$ cat src/rtl/fdc_regbank.sv
module fdc_regbank #(
  parameter logic [1:0] RATE_RST = 2'b10
) (
  input  logic       clk,
  input  logic       rst_n,
  input  logic [1:0] if_mode,
  input  logic       tdr_ext,
  input  logic [7:0] drv_type_cfg,
  input  logic [1:0] boot_drv,
  input  logic [2:0] io_addr,
  input  logic       io_rd,
  input  logic       io_wr,
  input  logic [7:0] io_wdata,
  output logic [7:0] io_rdata,
  output logic [7:0] io_oe,
  input  logic [7:0] msr_in,
  input  logic       dskchg_n,
  input  logic       wprot_n,
  input  logic       index_n,
  input  logic       trk0_n,
  input  logic       step_act,
  input  logic       seek_in,
  input  logic       side_sel,
  input  logic       wgate_act,
  input  logic       wrdata_act,
  input  logic       rddata_act,
  input  logic       fdc_irq,
  input  logic       dma_req,
  output logic [1:0] drv_sel,
  output logic [3:0] mot_en,
  output logic       dma_en,
  output logic       sw_reset,
  output logic [1:0] rate,
  output logic [2:0] precomp,
  output logic       low_power
);
  localparam logic [2:0] A_SRA = 3'd0, A_SRB = 3'd1, A_DOR = 3'd2, A_TDR = 3'd3,
                         A_MSR = 3'd4, A_DAT = 3'd5, A_DIR = 3'd7;

  logic [7:0] dor;
  logic [1:0] tape_sel;
  logic       noprec, kick;
  logic       step_q, wg_q, rd_q, wd_q;
  logic       step_l, wg_l, rd_l, wd_l, rd_t, wd_t;
  logic [7:0] rv, oe;

  wire m_dir = (if_mode == 2'd1);
  wire m_lat = (if_mode == 2'd2);
  wire wr_dor = io_wr && io_addr == A_DOR;
  wire wr_tdr = io_wr && io_addr == A_TDR;
  wire wr_dsr = io_wr && io_addr == A_MSR;
  wire wr_ccr = io_wr && io_addr == A_DIR;
  wire rd_dir = io_rd && io_addr == A_DIR;
  wire wake   = (io_rd && io_addr == A_MSR) || ((io_rd || io_wr) && io_addr == A_DAT);
  wire step_r = step_act && !step_q;
  wire wg_r   = wgate_act && !wg_q;
  wire rd_f   = !rddata_act && rd_q;
  wire wd_f   = !wrdata_act && wd_q;

  assign drv_sel  = dor[1:0];
  assign mot_en   = dor[7:4];
  assign dma_en   = dor[3];
  assign sw_reset = !dor[2] || kick;

  always_ff @(posedge clk) begin
    if (!rst_n) begin
      dor <= '0; tape_sel <= '0; noprec <= 1'b0; kick <= 1'b0;
      rate <= RATE_RST; precomp <= '0; low_power <= 1'b0;
      step_q <= 1'b0; wg_q <= 1'b0; rd_q <= 1'b0; wd_q <= 1'b0;
      step_l <= 1'b0; wg_l <= 1'b0; rd_l <= 1'b0; wd_l <= 1'b0;
      rd_t <= 1'b0; wd_t <= 1'b0;
    end else begin
      kick <= wr_dsr && io_wdata[7];
      if (wr_dor) dor <= io_wdata;
      if (wr_tdr) tape_sel <= io_wdata[1:0];
      if (wr_dsr) begin
        rate    <= io_wdata[1:0];
        precomp <= io_wdata[4:2];
      end
      if (wr_ccr) begin
        rate   <= io_wdata[1:0];
        noprec <= io_wdata[2];
      end
      if (sw_reset || wake) low_power <= 1'b0;
      else if (wr_dsr)      low_power <= io_wdata[6];
      step_q <= step_act; wg_q <= wgate_act; rd_q <= rddata_act; wd_q <= wrdata_act;
      if (step_r) step_l <= 1'b1;
      else if (rd_dir || sw_reset) step_l <= 1'b0;
      if (wg_r) wg_l <= 1'b1;
      else if (rd_dir) wg_l <= 1'b0;
      if (rd_f) rd_l <= 1'b1;
      else if (rd_dir) rd_l <= 1'b0;
      if (wd_f) wd_l <= 1'b1;
      else if (rd_dir) wd_l <= 1'b0;
      if (rd_f) rd_t <= !rd_t;
      if (wd_f) wd_t <= !wd_t;
    end
  end

  always_comb begin
    rv = '0;
    oe = '0;
    if (io_rd) begin
      case (io_addr)
        A_SRA: begin
          if (m_dir) begin
            oe = 8'hFF;
            rv = {fdc_irq, 1'b1, step_act, trk0_n, side_sel, index_n, wprot_n, seek_in};
          end else if (m_lat) begin
            oe = 8'hFF;
            rv = {fdc_irq, dma_req, step_l, !trk0_n, !side_sel, !index_n, !wprot_n, !seek_in};
          end
        end
        A_SRB: begin
          if (m_dir) begin
            oe = 8'hFF;
            rv = {2'b11, dor[0], wd_t, rd_t, wgate_act, dor[5], dor[4]};
          end else if (m_lat) begin
            oe = 8'hFF;
            rv = {1'b1, dor[1:0] != 2'd1, dor[1:0] != 2'd0, wd_l, rd_l, wg_l,
                  dor[1:0] != 2'd3, dor[1:0] != 2'd2};
          end
        end
        A_DOR: begin
          oe = 8'hFF;
          rv = dor;
        end
        A_TDR: begin
          oe = tdr_ext ? 8'hFF : 8'h03;
          rv = {2'b00, drv_type_cfg[{dor[1:0], 1'b0} +: 2], boot_drv, tape_sel};
        end
        A_MSR: begin
          oe = 8'hFF;
          rv = msr_in;
        end
        A_DIR: begin
          if (m_dir) begin
            oe = 8'hFF;
            rv = {!dskchg_n, 4'hF, rate, !(rate == 2'd0 || rate == 2'd3)};
          end else if (m_lat) begin
            oe = 8'hFF;
            rv = {!dskchg_n, 3'b000, dor[3], noprec, rate};
          end else begin
            oe = 8'h80;
            rv = {!dskchg_n, 7'b0};
          end
        end
        default: ;
      endcase
    end
  end

  assign io_rdata = rv & oe;
  assign io_oe    = oe;
endmodule

$ cat config.mk
export PLATFORM = sky130hd
export DESIGN_NAME = fdc_regbank
export DESIGN_NICKNAME = d
export VERILOG_FILES = /design/src/rtl/fdc_regbank.sv
export SDC_FILE = /design/constraint.sdc
export NUM_CORES = 1
export LEC_CHECK = 0
export ABC_CLOCK_PERIOD_IN_PS = 2200
export CAP_MARGIN = 20
export CORE_UTILIZATION = 30
export CTS_CLUSTER_DIAMETER = 200
export DETAILED_ROUTE_END_ITERATION = 8
export PLACE_DENSITY = 0.57
export SLEW_MARGIN = 20
export SYNTH_ARGS = -nofsm -noshare
export SYNTH_HDL_FRONTEND = slang
export SYNTH_SLANG_ARGS = --single-unit
$ cat constraint.sdc
create_clock -name clk -period 2.2 [get_ports clk]
set_input_delay 0.44 -clock clk [delete_from_list [all_inputs] [get_ports clk]]
set_output_delay 0.44 -clock clk [all_outputs]
set_load 0.05 [all_outputs]
==> results.md, run 1 <==
- The wire length reported by the detailed router is between 6000 and 7000 µm.
- The core region is 0.00649 mm².
- At the end of the flow the core is filled with cells to 54.3%.
- The first global-routing pass estimated 10600 µm of wire.
- The number of buffers inserted during clock tree synthesis is 3.
- The initial core utilization is 31.7%.
- The area growth from synthesis to layout is 71.1%.
- The global-route total usage across every layer is 18.7%.
- The path class of the lowest-slack min-delay path is reg2reg.
- The repair_antennas step left the layout with diodes totalling 0.
- After synthesis, the cell types taking the most area are dfxtp_1 27%, mux2i_1 8.3%, nor2b_1 7.3%, buf_4 5.1%, a21oi_1 4.4%.
- The clock transition at the register clock pins on the worst setup and hold paths after CTS is 0.09 ns.
- The most common cell in the synthesized netlist is dfxtp_1.
- After detailed routing, the average wire length per cell comes to 16.4 µm.
- Across the run, the number of max-cap violations was 0.
- The worst hold path begins at step_q.
- The worst setup path is captured at an output port.
- The largest area contributor in the synthesized netlist is dfxtp_1.
- The final max-slew violation count is 0.
- The static power due to leakage is around 1.4 nW.
- The pin count of the biggest net entering global routing is 27.
- The kind of start point of the critical path is an input port.
- The iteration-0 DRC count of the detailed router is 127.
- The worst path buffer plus inverter count is 6.
- OpenSTA, run right after detailed placement, puts the worst setup slack at -0.708 ns.
- The number of enable-type register cells in the synthesized netlist is 0.
- The count of vias placed by the detailed router is 2123.
- The cell area after layout is 0.00353 mm².
- The number of buffers added on ports is slightly below 80.
- The worst IR drop on VDD is about 0.00036 V.
- The worst setup path startpoint is if_mode[1].
- The level count of the clock H-tree is 1.
- The part of the Yosys area used for sequential elements is a little over a quarter.
- The detailed-router iteration count before antenna repair is 7.
- The setup path with the least slack is of type in2out.
- The minimum period implied by the final worst setup slack is 2.31 ns.
- The cell area that synthesis handed to floorplanning was 0.00206 mm².
- At the end of the flow, the number of nets in the layout was 393.
- Once placement completed, the tool counted placed cells totaling 407.
- Setup repair after global routing could not meet its margin everywhere.
- The share of the synthesized area in the top cell type is 27.2%.
- In the final layout, the share of cells above drive strength 1 is 35.9%.
- The checks that failed: design-rule violations, negative setup slack.
- The critical path goes through buf_8 -> inv_6 -> ha_4 -> buf_12 -> nand2b_4 -> buf_6 -> o21ai_2 -> a222oi_1 -> buf_4 -> a21oi_4 -> buf_6.
- For this run, asynchronously set or reset flops after synthesis account for 0%.
- The worst pin sits at a relative slew slack of 66.7%.
- Setup total negative slack on the finished layout was measured at -0.213 ns.
- The final period utilization is 105%.
- The total setup violations reported at the end of the flow is 5.
- In this design, the stage delay of the slowest critical-path cell is ~0.27 ns.
- CTS saw 28 sinks.
- The final routed DRC violation total is 8.
- The maximum fanout count along the critical path is 7.
- The width of the chip is 84.9 µm.
- The number of hold buffers added after cts is 0.
- TritonCTS built the clock tree.
- The number of global-route vias before repair is 2110.
- The number of different library cells used by synthesis comes to 55.
- Synthesis handed over a netlist of roughly 240 instances.
- The number of warnings issued by yosys is 0.
- The final cell count without fillers is 417.
- Global routing finished with a remaining overflow of 0.
- At the pin with the least slew margin, the transition time is 0.498 ns.
- The run finished, with violations left.
- The number of nets in the synthesized netlist is a little under 300.
- The cell at the slowest stage of the critical path is a222oi_1.
- The via count normalized by instance count is 5.09.
- In this run the power density over the cells is 385 mW/mm².
- In this run the remaining antenna-violating nets after routing total 0.
- The library cell appearing most often on the critical path is buf_6.
- The per-instance average area after synthesis is 8.45 µm².
- After layout, the worst setup slack is -0.114 ns.
- The die covers between 0.007 and 0.008 mm².
- Row generation in the floorplan step produced 29 rows.
- STA puts the critical path data required time at 1.76 ns.
- The clock latency reported for the late side of the worst-skew pair is 0.26 ns.
- The startpoint of the worst register-to-register path is dor[2].
- The arrival time of data at the critical path endpoint is 1.87 ns.
- The worst hold margin is 0.411 ns.
- In this run the vertical extent of the chip is 84.9 µm.
- In this run the clock root is driven by a clkbuf_8.
- No sink is reached through more buffers than the 2 on the longest clock path.
- The placed instance area is 0.00314 mm².
- The kind of cell adding the most delay to the critical path is buffers and inverters.
- The overall power consumption is 1.36 mW.
- The most used flip-flop cell after synthesis is dfxtp_1.
- The final hold violation count is 0.
- The highest achievable clock rate is ~430 MHz.
- The commonest cells after synthesis are 28 x dfxtp_1, 24 x nand2_1, 24 x nor2b_1.
- The post-route clock skew is 0.00190 ns.
- The initial antenna violation count is 0.
- Once detailed placement completed, the half-perimeter wirelength came to 5050 µm.
- The synthesized flop and latch total is 28.
- The number of top-level pins is between 70 and 80.
- The congestion estimate from routability-driven global placement came to 0.873.
logic make-up (layout without fill, tap and decap cells):
group / after synthesis / in the layout / share of synthesized area, %
AO/OA/AOI/OAI: 61 / 61 / 20.5
multiplexers: 21 / 21 / 11.7
buffers and inverters: 37 / 133 / 11.2
AND/OR/NAND/NOR: 91 / 91 / 26.3
flip-flops: 28 / 28 / 27.2
XOR/XNOR: 3 / 3 / 1.27
adder cells (fa/ha/maj): 3 / 3 / 1.82
flip-flops by register name, summed over array words and instances, names as in the netlist:
| register | flops |
|---|---|
| wg_q | 1 |
| rd_l | 1 |
| noprec | 1 |
| wd_t | 1 |
| step_l | 1 |
| rate | 2 |
| wd_q | 1 |
| tape_sel | 2 |
| wd_l | 1 |
| dor | 8 |
| rd_q | 1 |
| wg_l | 1 |
| precomp | 3 |
| rd_t | 1 |
| kick | 1 |
| low_power | 1 |
| step_q | 1 |
timing repair:
| item | 4_1_cts | 5_1_grt |
|---|---|---|
| pin swaps | 20 | 11 |
| buffers inserted | 3 | 2 |
| setup endpoints to repair | 16 | 13 |
| resized for setup | 81 | 17 |
| gates cloned | 2 | 0 |
final cells by class:
cell class	instances	area [µm²]
Clock buffer	3	41.3
Timing Repair Buffer	120	1270
Multi-Input combinational cell	179	1520
Inverter	10	42.5
Fill cell	608	2970
Sequential cell	28	562
Tap cell	77	96.3
layout by cell type (no fill, tap or decap), types with 8 or more instances in the layout:
cell and instances:
a21oi_1 12, buf_12 11, o21ai_1 8, clkdlybuf4s50_1 52
and2_1 8, buf_4 37, buf_6 11, nand2_1 20
mux2i_1 17, nor2b_1 23, dfxtp_1 27
path summary, 6_finish.rpt:
check,to,slack [ns],cells after the start
min,step_l,0.41,1
max reg2reg,step_l,1.19,3
max,io_rdata[0],-0.11,11
min reg2reg,step_l,0.41,1
routing by layer:
layer  GRT usage (%)  wire (µm)
met3            3.99        508
met2            31.8       3310
met5               0          0
met4            6.78        147
met1            23.4       2890
power by group:
group / internal [mW] / total (mW) / switching, mW
clock network: 0.122 / 0.263 / 0.141
logic: 0.279 / 0.556 / 0.277
registers: 0.524 / 0.538 / 0.0135
No activity file was read; power rests on OpenSTA's default activity.
==> run 2, diff against run 1 <==
--- a/config.mk
+++ b/config.mk
@@ -9,8 +9,10 @@
 export CAP_MARGIN = 20
 export CORE_UTILIZATION = 30
 export CTS_CLUSTER_DIAMETER = 200
+export CTS_CLUSTER_SIZE = 30
 export DETAILED_ROUTE_END_ITERATION = 8
 export PLACE_DENSITY = 0.57
+export SKIP_LAST_GASP = 1
 export SLEW_MARGIN = 20
 export SYNTH_ARGS = -nofsm -noshare
 export SYNTH_HDL_FRONTEND = slang
==> constraint.sdc (replaced) <==
create_clock -name clk -period 2.2 [get_ports clk]
set_input_delay 0.22 -clock clk [delete_from_list [all_inputs] [get_ports clk]]
set_output_delay 0.22 -clock clk [all_outputs]
set_load 0.05 [all_outputs]
==> run 2 against run 1 <==
The run ends with design-rule violations left. Non-clock buffer count is 14 lower. Routed wire length fell by 9.0%. Global-route usage down 1.4 points. Cell area shrank 8.7%. Power down 1.4%. Cell count decreased by 3.1%. Count of clock-buffer cells in the layout is 1 higher. First-iteration DRC count decreased by 4.7%. Register-to-register slack about the same. Combinational power fell by 12%. Sequential share of layout area increased by 1.5 points. Die area stayed put. Critical path type unchanged. Largest power group is now registers.
==> results.md, run 2 (synthesis results as in run 1) <==
- The post-route clock skew came to 0.00202 ns (+0.000118 ns).
- The number of top-level pins came to 78 (unchanged).
- The combinational share of power was 36.6% (-4.4 points).
- The kind of cell adding the most delay to the critical path is buffers and inverters.
- The signal on the critical path passes through clkdlybuf4s50_1 -> or2_4 -> nor2_2 -> buf_4 -> a222oi_1 -> a21oi_2 -> buf_12.
- The internal cell power is 0.929 mW (+0.45%).
- The vertical die dimension is 84.9 µm (unchanged).
- The library cell used most frequently in the layout, excluding fill and tap cells, is clkdlybuf4s50_1.
- The die area is 0.00721 mm² (unchanged).
- The fraction of layout cells with a size suffix above 1 is 23.9% (-12 points).
- The maximum fanout count along the critical path is 7 (unchanged).
- The final antenna-violating net count is 0 (unchanged).
- The first-pass GRT wire length was 9870 µm (-7.3%).
- The number of global-route vias before repair is 1918 (-9.1%).
- The routed wire length per instance is 15.4 µm (-6.1%).
- The worst IR drop on VDD is 0.000311 V (-13%).
- The register-to-register setup slack was 1.18 ns (about the same).
- The placed instance area is 0.00309 mm² (-1.6%).
- The worst slack after detailed placement is -0.173 ns (+0.535 ns).
- The slack of the critical path is 0.0544 ns (+0.168 ns).
- The worst hold path begins at step_q.
- The transition time at the pin with the least slew margin is 0.507 ns (+0.00945 ns).
- The proportion of power drawn by the clock network is 23.3% (+3.9 points).
- The number of flip-flops under the largest register name came to 8 (unchanged).
- The pin count of the biggest net entering global routing is 27 (unchanged).
- The worst setup path is captured at an output port.
- The number of rows in the core area was 29 (unchanged).
- The kind of start point of the critical path is an input port.
- The width of the chip is 84.9 µm (unchanged).
- The checks that failed: design-rule violations.
- The switching share of total power is 30.5% (-1.3 points).
- The peak per-stage delay on the critical path is 0.59 ns (+0.32 ns).
- The clock sink total was 28 (unchanged).
- The area of combinational cells with multiple inputs is 0.00133 mm² (-13%).
- The sequential cell fraction of total power is 40.1% (+0.5 points).
- The detailed placement HPWL is 4980 µm (-1.4%).
- The max-capacitance violation count is 0 (unchanged).
- The initial antenna violation count is 0 (unchanged).
- The layout filler cell count is 622 (+2.3%).
- The wire length reported by the detailed router is 6240 µm (-9.0%).
- The clock tree from TritonCTS is done.
- The buffer depth of the longest clock path is 2 (unchanged).
- The largest registers in the layout are dor x8, precomp x3.
- The via count normalized by instance count is 4.91 (-3.5%).
- The routability congestion estimate from global placement came to 0.876 (+0.33%).
- The highest achievable clock rate came to 466 MHz (+7.9%).
- The area growth from synthesis to layout is 56.2%.
- The number of hold buffers added after cts came to 0 (unchanged).
- The cell area after layout came to 0.00322 mm² (-8.7%).
- The final hold violation count is 0 (unchanged).
- The static power due to leakage is 1.23 nW (-9.7%).
- Tracing the worst setup path back leads to its startpoint at io_addr[2].
- The total setup violations reported at the end of the flow is 0 (-5).
- The run finished, with violations left.
- The detailed-router iteration count before antenna repair is 9 (+2).
- The cell sitting at the root of the clock tree is a clkbuf_8.
- The reported net switching power came to 0.408 mW (-5.4%).
- The clock transition at the register clock pins on the worst setup and hold paths after CTS is 0.09 ns (about the same).
- The core area is 0.00649 mm² (unchanged).
- The number of buffers added on ports was 77 (unchanged).
- The remaining global-route overflow is 0 (unchanged).
- The min-delay analysis places its worst path in the category reg2reg.
- The final routed DRC violation total is 10 (+2).
- The cell at the slowest stage of the critical path is clkdlybuf4s50_1.
- The number of buffers inserted during clock tree synthesis was 3 (unchanged).
- The level count of the clock H-tree is 1 (unchanged).
- The relative slew slack is 66.1% (-0.63 points).
- The iteration-0 DRC count of the detailed router was 121 (-4.7%).
- The arrival time of data at the critical path endpoint was 1.93 ns (+0.06 ns).
- The global-route total usage across every layer was 17.3% (-1.4 points).
- The worst hold margin came to 0.422 ns (+0.0115 ns).
- By startpoint and endpoint, the worst setup path is classified as in2out.
- The count of vias placed by the detailed router is 1985 (-6.5%).
- In this run the critical register-to-register path is launched from dor[2].
- The final period utilization is 97.5% (-7.7 points).
- Ranked by flip-flop count, first place goes to dor.
- Setup repair after global routing could not meet its margin everywhere.
- The worst path buffer plus inverter count is 3 (-3).
- The antenna diode count is 0 (unchanged).
- The final max-slew violation count is 0 (unchanged).
- The initial core utilization was 31.7% (unchanged).
- The area used by sequential logic in the layout is 561 µm² (-0.22%).
- The clock latency reported for the late side of the worst-skew pair is 0.26 ns (about the same).
- The power density of the placed cells is 415 mW/mm² (+8.0%).
- Leaving out fill and tap cells, the most frequent cells in the layout are 58 x clkdlybuf4s50_1, 28 x dfxtp_1, 28 x buf_4.
- The minimum period implied by the final worst setup slack is 2.15 ns (-0.168 ns).
- The data required time at the worst endpoint was 1.98 ns (+0.22 ns).
- The number of nets at the end of the flow is 379 (-3.6%).
[run 2: what timing repair did]
action,4_1_cts,5_1_grt
gates resized for setup,11,6
buffers inserted,2,0
pin swaps,4,4
setup endpoints to repair,14,10
[run 2: area by class of cell]
class,count,area share [%]
multi-input combinational,179,41.1
timing repair buffer,106,35.5
tap,77,2.99
clock buffer,4,1.71
sequential,28,17.4
inverter,10,1.24
[run 2: final timing paths]
kind	end	cells after the start
setup reg to reg	step_l	3
setup / recovery	io_rdata[3]	7
hold / removal	step_l	1
hold reg to reg	step_l	1
[run 2: metal layers]
layer,up-vias,wire (µm),global-route usage (%)
met2,73,2850,29.1
li1,1011,-,-
met5,-,0,0
met4,0,57,3.08
met1,897,2870,23.4
met3,4,456,3.31
[run 2: power by group through the flow]
stage / Clock (mW) / Sequential (mW) / Combinational, mW
after floorplan: 0 / 0.555 / 0.243
after global placement: 0 / 0.549 / 0.471
after detailed placement: 0 / 0.549 / 0.472
after CTS: 0.331 / 0.537 / 0.486
after global routing: 0.350 / 0.540 / 0.519
final: 0.312 / 0.537 / 0.489
[run 2: through the flow]
stage / TNS [ns] / power [mW] / std cells / util [%]
after floorplan: 0 / 0.798 / 244 / -
after global placement: -1.04 / 1.02 / 398 / 47.5
after detailed placement: -1.22 / 1.02 / 398 / 47.5
after CTS: -0.0740 / 1.35 / 404 / 49.2
after global routing: -0.0633 / 1.41 / 404 / 49.6
final: 0 / 1.34 / 404 / 49.6
[run 2: worst reg2reg max path: cells and delay by family, from the launching register on]
kind            cells  cell delay (ns)
simple gates        2             0.48
flops               1             0.38
compound gates      1             0.09
==> run 3, diff against run 2 <==
--- a/config.mk
+++ b/config.mk
@@ -7,6 +7,7 @@
 export LEC_CHECK = 0
 export ABC_CLOCK_PERIOD_IN_PS = 2200
 export CAP_MARGIN = 20
+export CORE_MARGIN = 1
 export CORE_UTILIZATION = 30
 export CTS_CLUSTER_DIAMETER = 200
 export CTS_CLUSTER_SIZE = 30
==> results of run 3 <==
Same layout as run 2: the final DEF is identical, and so are final timing and power.
